### config.mk
export PLATFORM = sky130hd
export DESIGN_NAME = serial_frame_deser
export DESIGN_NICKNAME = d
export VERILOG_FILES = /design/src/rtl/sfd_pkg.sv /design/src/rtl/sfd_ctrl.sv /design/src/rtl/sfd_assembler.sv /design/src/rtl/sfd_fifo.sv /design/src/rtl/serial_frame_deser.sv
export SDC_FILE = /design/constraint.sdc
export NUM_CORES = 1
export LEC_CHECK = 0
export BUFFER_PORTS_ARGS = -buffer_cell sky130_fd_sc_hd__buf_2
export CORE_AREA = 2 2 167 169
export CTS_BUF_LIST = sky130_fd_sc_hd__clkbuf_16
export DETAILED_ROUTE_END_ITERATION = 10
export DIE_AREA = 0 0 169 171
export MAX_ROUTING_LAYER = met4
export PLACE_DENSITY = 0.78
export SYNTH_ARGS = -nofsm -noshare
export SYNTH_HDL_FRONTEND = slang
export SYNTH_SLANG_ARGS = --single-unit
export TNS_END_PERCENT = 10
### constraint.sdc
create_clock -name clk -period 5.72 [get_ports clk]
set_input_delay 0.572 -clock clk [delete_from_list [all_inputs] [get_ports clk]]
set_output_delay 0.572 -clock clk [all_outputs]
set_load 0.01 [all_outputs]
### src/rtl/sfd_pkg.sv
// Shared types for the serial frame deserializer.
package sfd_pkg;
    typedef enum logic {
        ST_IDLE = 1'b0,
        ST_RUN  = 1'b1
    } run_state_t;

    typedef enum logic {
        MODE_PAR    = 1'b0,
        MODE_SINGLE = 1'b1
    } read_mode_t;
endpackage

### src/rtl/sfd_ctrl.sv
// Frame sequencer: accepts start, latches the mode, counts shift clocks
// against the frame budget and tracks the fill position of the current word.
// Assumes NCH >= 2. One shift takes place per core cycle while all active
// channels report ready.
module sfd_ctrl
    import sfd_pkg::*;
#(
    parameter int NCH        = 4,
    parameter int SEG_W      = 8,
    parameter int FRAME_CLKS = 917512
) (
    input  logic                           clk,
    input  logic                           rst_n,
    input  logic                           start,
    input  logic                           mode_sel,
    input  logic [NCH-1:0]                 chan_ready,
    output logic                           accept,
    output logic                           advance,
    output logic                           word_done,
    output logic                           single,
    output logic                           running,
    output logic [NCH-1:0]                 mask,
    output logic [$clog2(NCH*SEG_W)-1:0]   fill_pos,
    output logic                           done
);
    localparam int WORD_W = NCH * SEG_W;
    localparam int POS_W  = $clog2(WORD_W);
    localparam int CNT_W  = $clog2(NCH * FRAME_CLKS + 1);
    localparam logic [CNT_W-1:0] PAR_LAST = CNT_W'(FRAME_CLKS - 1);
    localparam logic [CNT_W-1:0] SGL_LAST = CNT_W'(NCH * FRAME_CLKS - 1);
    localparam logic [POS_W-1:0] PAR_POS  = POS_W'(SEG_W - 1);
    localparam logic [POS_W-1:0] SGL_POS  = POS_W'(WORD_W - 1);

    run_state_t       state;
    read_mode_t       mode_q;
    logic [CNT_W-1:0] clk_cnt;
    logic [POS_W-1:0] pos;
    logic             last_shift;

    // Active-channel mask and shift qualification
    always_comb begin
        single     = (mode_q == MODE_SINGLE);
        running    = (state == ST_RUN);
        mask       = single ? NCH'(1) : {NCH{1'b1}};
        accept     = (state == ST_IDLE) && start;
        advance    = running && ((chan_ready & mask) == mask);
        last_shift = advance && (clk_cnt == (single ? SGL_LAST : PAR_LAST));
        word_done  = advance && (last_shift || (pos == (single ? SGL_POS : PAR_POS)));
        fill_pos   = pos;
    end

    // Frame state, clock budget counter and word fill position
    always_ff @(posedge clk) begin
        if (!rst_n) begin
            state   <= ST_IDLE;
            mode_q  <= MODE_PAR;
            clk_cnt <= '0;
            pos     <= '0;
            done    <= 1'b0;
        end else begin
            done <= 1'b0;
            if (accept) begin
                state   <= ST_RUN;
                mode_q  <= read_mode_t'(mode_sel);
                clk_cnt <= '0;
                pos     <= '0;
            end else if (advance) begin
                clk_cnt <= clk_cnt + 1'b1;
                pos     <= word_done ? '0 : pos + 1'b1;
                if (last_shift) begin
                    state <= ST_IDLE;
                    done  <= 1'b1;
                end
            end
        end
    end
endmodule

### src/rtl/sfd_assembler.sv
// Word assembler: shifts serial bits into per-channel segments (parallel) or
// into the whole word from channel 0 (single stream). It presents the
// completed, left-justified word in the cycle that completes it.
// Assumes fill_pos < SEG_W whenever parallel mode is active.
module sfd_assembler #(
    parameter int NCH   = 4,
    parameter int SEG_W = 8
) (
    input  logic                           clk,
    input  logic                           rst_n,
    input  logic                           clear,
    input  logic                           shift_en,
    input  logic                           single,
    input  logic                           word_done,
    input  logic [$clog2(NCH*SEG_W)-1:0]   fill_pos,
    input  logic [NCH-1:0]                 din,
    output logic [NCH*SEG_W-1:0]           word_o
);
    localparam int WORD_W = NCH * SEG_W;
    localparam int POS_W  = $clog2(WORD_W);

    logic [WORD_W-1:0] sreg;
    logic [WORD_W-1:0] par_nxt;
    logic [WORD_W-1:0] par_pad;
    logic [WORD_W-1:0] sgl_nxt;
    logic [WORD_W-1:0] sgl_pad;
    logic [POS_W-1:0]  par_sh;
    logic [POS_W-1:0]  sgl_sh;

    // Left-justify amounts for a partially filled segment or word
    always_comb begin
        par_sh = POS_W'(SEG_W - 1) - fill_pos;
        sgl_sh = POS_W'(WORD_W - 1) - fill_pos;
    end

    // One independent shift segment per channel
    for (genvar k = 0; k < NCH; k++) begin : g_seg
        logic [SEG_W-1:0] seg_n;
        assign seg_n = {sreg[k*SEG_W +: SEG_W-1], din[k]};
        assign par_nxt[k*SEG_W +: SEG_W] = seg_n;
        assign par_pad[k*SEG_W +: SEG_W] = seg_n << par_sh;
    end

    // Whole-word shift from channel 0 and output selection
    always_comb begin
        sgl_nxt = {sreg[WORD_W-2:0], din[0]};
        sgl_pad = sgl_nxt << sgl_sh;
        word_o  = single ? sgl_pad : par_pad;
    end

    // Shift register: clears at frame start and after each completed word
    always_ff @(posedge clk) begin
        if (!rst_n || clear) begin
            sreg <= '0;
        end else if (shift_en) begin
            sreg <= word_done ? '0 : (single ? sgl_nxt : par_nxt);
        end
    end
endmodule

### src/rtl/sfd_fifo.sv
// Output word FIFO with a registered read port and a sticky overflow flag.
// A push that finds the FIFO full is dropped unless a read frees a slot in the
// same cycle.
module sfd_fifo #(
    parameter int W     = 32,
    parameter int DEPTH = 8
) (
    input  logic         clk,
    input  logic         rst_n,
    input  logic         push,
    input  logic [W-1:0] wdata,
    input  logic         rd_en,
    input  logic         clr_ovf,
    output logic [W-1:0] rdata,
    output logic         empty,
    output logic         ovf
);
    localparam int AW = $clog2(DEPTH);
    localparam logic [AW-1:0] LAST_IX = AW'(DEPTH - 1);
    localparam logic [AW:0]   FULL_N  = (AW+1)'(DEPTH);

    logic [W-1:0] mem [DEPTH];
    logic [AW-1:0] wp, rp;
    logic [AW:0]   cnt;
    logic          pop, take;

    // Read and write qualification
    always_comb begin
        empty = (cnt == '0);
        pop   = rd_en && !empty;
        take  = push && ((cnt != FULL_N) || pop);
    end

    // Storage write
    always_ff @(posedge clk) begin
        if (take) mem[wp] <= wdata;
    end

    // Pointers, occupancy, read register and overflow flag
    always_ff @(posedge clk) begin
        if (!rst_n) begin
            wp    <= '0;
            rp    <= '0;
            cnt   <= '0;
            rdata <= '0;
            ovf   <= 1'b0;
        end else begin
            if (take) wp <= (wp == LAST_IX) ? '0 : wp + 1'b1;
            if (pop) begin
                rdata <= mem[rp];
                rp    <= (rp == LAST_IX) ? '0 : rp + 1'b1;
            end
            cnt <= cnt + (take ? 1'b1 : 1'b0) - (pop ? 1'b1 : 1'b0);
            if (clr_ovf)          ovf <= 1'b0;
            else if (push && !take) ovf <= 1'b1;
        end
    end
endmodule

### src/rtl/serial_frame_deser.sv
// Top level: sequencer, word assembler and output FIFO. Strobes and enables
// toward the chips are combinational from the sequencer state and the ready
// inputs, so an external clock gate can use sclk_o directly.
module serial_frame_deser #(
    parameter int NCH        = 4,
    parameter int SEG_W      = 8,
    parameter int FRAME_CLKS = 917512,
    parameter int FIFO_DEPTH = 8
) (
    input  logic                 clk,
    input  logic                 rst_n,
    input  logic                 start,
    input  logic                 single_mode,
    input  logic [NCH-1:0]       sdata_i,
    input  logic [NCH-1:0]       sen_i,
    output logic [NCH-1:0]       sclk_o,
    output logic [NCH-1:0]       sen_o,
    input  logic                 rd_en,
    output logic [NCH*SEG_W-1:0] rd_data,
    output logic                 rd_empty,
    output logic                 done,
    output logic                 overflow
);
    localparam int WORD_W = NCH * SEG_W;
    localparam int POS_W  = $clog2(WORD_W);

    logic             accept, advance, word_done, single, running;
    logic [NCH-1:0]   mask;
    logic [POS_W-1:0] fill_pos;
    logic [WORD_W-1:0] word;

    sfd_ctrl #(.NCH(NCH), .SEG_W(SEG_W), .FRAME_CLKS(FRAME_CLKS)) u_ctrl (
        .clk(clk), .rst_n(rst_n), .start(start), .mode_sel(single_mode),
        .chan_ready(sen_i), .accept(accept), .advance(advance),
        .word_done(word_done), .single(single), .running(running),
        .mask(mask), .fill_pos(fill_pos), .done(done)
    );

    sfd_assembler #(.NCH(NCH), .SEG_W(SEG_W)) u_asm (
        .clk(clk), .rst_n(rst_n), .clear(accept), .shift_en(advance),
        .single(single), .word_done(word_done), .fill_pos(fill_pos),
        .din(sdata_i), .word_o(word)
    );

    sfd_fifo #(.W(WORD_W), .DEPTH(FIFO_DEPTH)) u_fifo (
        .clk(clk), .rst_n(rst_n), .push(word_done), .wdata(word),
        .rd_en(rd_en), .clr_ovf(accept), .rdata(rd_data),
        .empty(rd_empty), .ovf(overflow)
    );

    // Chip-facing enable and shift strobe
    always_comb begin
        sen_o  = running ? mask : '0;
        sclk_o = advance ? mask : '0;
    end
endmodule

==> results.cfg, run 1 <==
[status]
outcome = finished, final reports clean

[floorplanning]
start_util_pct = 58.6
fp-row-count = 61
num_io_pins = 56
die_h_um = 171
coreArea_um2 = 27300
dieWidth_um = 169
dieArea_um2 = 28900

[drt]
totalWireLength_mm = 35.0
drc = 0
wl_per_cell_um = 23.2
vias = 9611
dr.pass1.iters = 6
avgViaCountPerCell = 6.37
ant_nets = 0
first_iter_violations = 790

[synthesis]
synth_area_per_cell_um2 = 14.6
ys_types = 65
syn-cell-area_um2 = 16000
synth_top_family_by_area = multiplexers
yosysWarnings = 0
synth-compound-area-share_pct = 8.10
ys.flop_type = edfxtp_1
synth_enable_flop_cells = 256
synth-seq-cells = 360
yosys.area.top_type = edfxtp_1
ys_seq_area_share_pct = 61.0
netlist_instances = 1097
synth-simple-area-share_pct = 7.76
synth_xor_area_share_pct = 1.20
ys_async_sr_fraction_pct = 0
yosysTopAreaCellShare_pct = 48.0
synth.area.mux_share_pct = 18.2
syn_nets = 1123
synthAdderAreaFrac_pct = 1.06
synth_area_leaders = edfxtp_1 (48%), dfxtp_1 (13%), mux4_2 (12%)

[global_route]
grt_overflow = 0
grtUsageTotal_pct = 25.4
grt_pass1_wl_mm = 54.9
grt_pass1_vias = 9543
antenna_found_initial = 0
grt_max_degree = 67

[timing]
rsz0062_at_grt = false
worst_pin_slew_ns = 1.10
fin_tns_setup_ns = 0
hold_viol = 0
fin_ws_ns = 2.37
slew_headroom_pct = 26.4
finClkSkew_ns = 0.0140
min_period_ns = 3.35
max_freq_mhz = 298
drv_slew = 0
fin_crit_sh_pct = 58.6
setup_violations = 0

[setup_path]
cpMaxStageDelayCell = dfxtp_2
cp-start-kind = flip-flop
worstPathCellList = buf_4 > mux4_2 > mux2i_1 > nor2_1 > or4_1
worst_ep_arrival_time_ns = 3.56
end_kind = flip-flop
critPathKind = flip-flop to flip-flop
worstPathMaxFanout = 35
cpPeakStageDelay_ns = 0.71
required_ns = 5.92

[place]
portBuffers = 55
post_dp_cell_area_um2 = 16600
pre_cts_slack_ns = 2.31
dp_hpwl_mm = 22.4
gp_congestion = 0.986
place_inst = 1442

[layout]
fill_cells = 1937
finalNonFillerCells = 1508
area.growth.synth_to_final_pct = 10.4
final_layout_size_suffix_gt1_share_pct = 22.4
fin_area_um2 = 17700
fin_nets = 1161
n_antenna_cell = 0

[power]
peakVddDrop_uv = 212
finalPower_mw = 5.93
power.density_nw_per_um2 = 335
p_leak_nw = 6.07

[run]
drv_cap = 0

[hold_path]
holdCritPathClass = primary input to flip-flop

[clock_network]
clk-insertion-delay-late_ns = 0.52
cts_setup_buffers = 0
cts_root_buffer = clkbuf_16
hold_buffers = 0
cts.reportedPaths.clkPinSlew_ns = 0.06
post_cts_resized = 0
numClockSinks = 360
cts_tree = done
cts-buffers-inserted = 37
cts_buffer_depth = 3
htreeDepth = 2
[where the power goes]
group          total, mW  internal, mW  switching (mW)
sequential          2.99          2.86           0.127
combinational      0.726         0.347           0.379
clock               2.22          1.26           0.962
total               5.93          4.46            1.47
[critical path, delay by kind of cell, from the launching register on]
family	cells	cell delay, ns
multiplexers	2	1.04
AND/OR/NAND/NOR	2	0.73
flip-flops	1	0.71
buffers and inverters	1	0.54
[final timing paths]
| check | start | to | slack [ns] | cells past startpoint |
|---|---|---|---|---|
| worst max-delay path | u_ctrl.fill_pos[1] | u_fifo.mem[2][31] | 2.37 | 5 |
| worst min-delay path | single_mode | u_ctrl.single | 0.30 | 3 |
| worst max register to register | u_ctrl.fill_pos[1] | u_fifo.mem[2][31] | 2.37 | 5 |
| worst min register to register | u_fifo.rp[2] | u_fifo.rp[2] | 0.47 | 2 |
[Yosys cell counts (all sizes together), types with 10 or more instances]
master	n
nand2b	11
inv	17
clkbuf	31
mux2i	78
a21oi	20
xnor2	10
xor2	12
mux4	82
dfxtp	104
ha	12
buf	43
nor3	12
mux2	25
a22o	33
edfxtp	256
a211oi	35
o21ai	29
nand2	49
nand3	25
o22ai	11
nor2	93
[sequential cells by signal (all words and copies together), names as in the netlist]
signal,cells
u_fifo.mem,256
u_fifo.ovf,1
u_ctrl.fill_pos,5
u_fifo.cnt,4
u_ctrl.clk_cnt,22
u_fifo.rdata,32
u_fifo.rp,3
u_fifo.wp,3
u_ctrl.single,1
u_ctrl.done,1
u_asm.sreg,31
u_ctrl.running,1
[cells in the final DEF (no fill, tap or decap), drive strengths merged, types with 7 or more instances in the layout]
master,n
a22o,33
a211oi,35
nor2b,7
ha,12
nor4,7
xnor2,10
clkbuf,38
o22ai,11
xor2,12
clkinv,13
edfxtp,256
inv,31
a21oi,20
nor2,93
o211ai,8
o21ai,29
buf,73
nor3,12
mux2i,78
mux2,25
nand2b,11
nand3,25
dfxtp,104
a22oi,8
nand2,49
mux4,82
[stage by stage]
stage / util (%) / hold slack [ns]
4_1_cts: 64.7 / 0.281
3_3_place_gp: 60.6 / 0.454
2_1_floorplan: - / 0.444
3_5_place_dp: 60.6 / 0.458
5_1_grt: 64.7 / 0.296
6_report: 64.7 / 0.301
[metal layers]
layer / routed length [um] / share of wire (%) / track usage, %
met5: 0 / 0 / -
met3: 1910 / 5.5 / 3.56
met1: 15300 / 44 / 34.5
met4: 546 / 1.6 / 5.31
met2: 17300 / 49 / 41.7
[logic make-up after synthesis]
group	Yosys count
buffers and inverters	92
DFF	360
muxes	185
AOI/OAI and AO/OA	179
xor gates and xnor gates	22
adders and majority gates	13
and+or+nand+nor	246
[cell type report]
cell class / instances / area (um^2) / share of cell area (%)
clock buffers: 38 / 951 / 5.38
clock inverters: 28 / 176 / 0.997
inverters: 18 / 67.6 / 0.382
multi-input cells: 645 / 5870 / 33.2
flip-flops and latches: 360 / 9780 / 55.3
well taps: 346 / 433 / 2.45
repair buffers: 73 / 410 / 2.32
Power figures use the tool's default switching activity.
==> run 2: changes to the inputs <==
==> constraint.sdc (replaced) <==
create_clock -name clk -period 3.2 [get_ports clk]
set_input_delay 0.32 -clock clk [delete_from_list [all_inputs] [get_ports clk]]
set_output_delay 0.32 -clock clk [all_outputs]
set_load 0.01 [all_outputs]
==> run 2 against run 1 <==
First-iteration DRC count up 14%. Clock skew up 0.017 ns. Sequential share of layout area down 1.2 points. Combinational power up 97%. Global-route usage up 0.88 points. Core utilization up 1.5 points. Sequential cell count unchanged. Total power up 86%.
==> results.cfg, run 2 (same netlist as run 1, synthesis figures left out) <==
[clock_network]
cts_tree = done
clk-insertion-delay-late_ns = 0.54
post_cts_resized = 0
hold_buffers = 0
numClockSinks = 360
cts_setup_buffers = 0
cts_buffer_depth = 3
cts_root_buffer = clkbuf_16
cts.reportedPaths.clkPinSlew_ns = 0.06
cts-buffers-inserted = 37
htreeDepth = 2

[setup_path]
cpPeakStageDelay_ns = 0.62
worst_ep_arrival_time_ns = 3.02
critPathBufInv = 1
end_kind = flip-flop
cp-start-kind = flip-flop
worstPathCellList = buf_12 > mux4_2 > mux2i_1 > nor2_1 > or4_1
crit_family = multiplexers
critPathKind = flip-flop to flip-flop
required_ns = 3.41
cpMaxStageDelayCell = or4_1
worstPathMaxFanout = 33

[drt]
first_iter_violations = 900
drc = 0
ant_nets = 0
avgViaCountPerCell = 6.35
vias = 9721
wl_per_cell_um = 23.4
dr.pass1.iters = 5
totalWireLength_mm = 35.9

[power]
pwr-share-clk_pct = 39.6
p_leak_nw = 6.24
power.density_nw_per_um2 = 610
internal_power_mw = 8.34
comb_power_share_pct = 12.9
power_switching_mw = 2.70
finalPower_mw = 11.0
peakVddDrop_uv = 502
switching_share_pct = 24.4
p_seq_share_pct = 47.5

[timing]
finClkSkew_ns = 0.0308
rsz0062_at_grt = false
slew_headroom_pct = 34.2
worst_pin_slew_ns = 0.983
min_period_ns = 2.81
whs_ns = 0.0348
max_freq_mhz = 356
drv_slew = 0
setup_violations = 0
fin_ws_ns = 0.387
fin_crit_sh_pct = 87.9
hold_viol = 0

[layout]
fill_cells = 1920
final_common_cell = edfxtp_1
post-route-util_pct = 66.2
largest_register_ffs = 256
final_layout_size_suffix_gt1_share_pct = 24.0
area.growth.synth_to_final_pct = 12.9
multi_input_area_um2 = 5870
top_register = u_fifo.mem
reg_top3 = u_fifo.mem: 256 flops, u_fifo.rdata: 32 flops, u_asm.sreg: 31 flops
n_antenna_cell = 0
layout.cells.most_common_list = edfxtp_1 (256), dfxtp_1 (98), nor2_1 (89), mux4_2 (82), mux2i_1 (78)
fin_nets = 1182
seqCellArea_um2 = 9780

[floorplanning]
dieArea_um2 = 28900
die_h_um = 171
num_io_pins = 56
start_util_pct = 58.6
dieWidth_um = 169
coreArea_um2 = 27300
fp-row-count = 61

[global_route]
grt_pass1_wl_mm = 56.3
antenna_found_initial = 0
grt_overflow = 0
grt_max_degree = 67
grtUsageTotal_pct = 26.3
grt_pass1_vias = 9664

[place]
dp_hpwl_mm = 22.8
gp_congestion = 0.981
pre_cts_slack_ns = 0.426
portBuffers = 55

[run]
drv_cap = 0

[hold_path]
holdCritPathClass = primary input to flip-flop

[status]
outcome = finished, final reports clean
## run 2: cell types whose count changed in the layout (fill, tap and decap cells not counted), sizes merged
cell,previous run,this run
buf,73,94
bufinv,1,5
clkinvlp,1,2
inv,31,28
## run 2: power by group through the flow
stage / clock network [mW] / logic (mW) / registers (mW)
floorplan: 0 / 1.03 / 5.35
global placement: 0 / 1.41 / 5.34
detailed placement: 0 / 1.43 / 5.34
CTS: 4.43 / 1.45 / 5.25
global route: 4.61 / 1.59 / 5.27
finish: 4.37 / 1.43 / 5.24
## run 2: final timing paths
kind                           start                 to  slack (ns)  depth (start not counted)
setup / recovery  u_ctrl.fill_pos[1]  u_fifo.mem[2][31]        0.39                          5
hold reg to reg           u_fifo.ovf         u_fifo.ovf        0.48                          2
hold / removal           single_mode      u_ctrl.single        0.03                          3
setup reg to reg  u_ctrl.fill_pos[1]  u_fifo.mem[2][31]        0.39                          5
## run 2: layout make-up
cell class | count | area share (%)
clock buffer | 38 | 5.26
timing repair buffer | 94 | 3.83
multi-input combinational | 645 | 32.5
clock inverter | 30 | 1.62
tap | 346 | 2.39
inverter | 18 | 0.374
sequential | 360 | 54.1
## run 2: through the flow
step	std cells	TNS, ns	cell area [um^2]
after floorplan	1097	-144.83	16000
after global placement	1463	0	16800
after detailed placement	1463	0	16800
after CTS	1531	0	18100
after global routing	1531	0	18100
final	1531	0	18100
## run 2: metal layers
layer  track usage [%]  routed length, um
met5                 -                  0
met4              6.76                785
met3              3.40               2230
met2              42.9              17600
met1              35.6              15300
## run 2: worst reg2reg max path: stages (launching register included)
cell and delay, ns:
dfxtp_2 0.56, buf_12 0.27, mux4_2 0.54, mux2i_1 0.45, nor2_1 0.07, or4_1 0.62
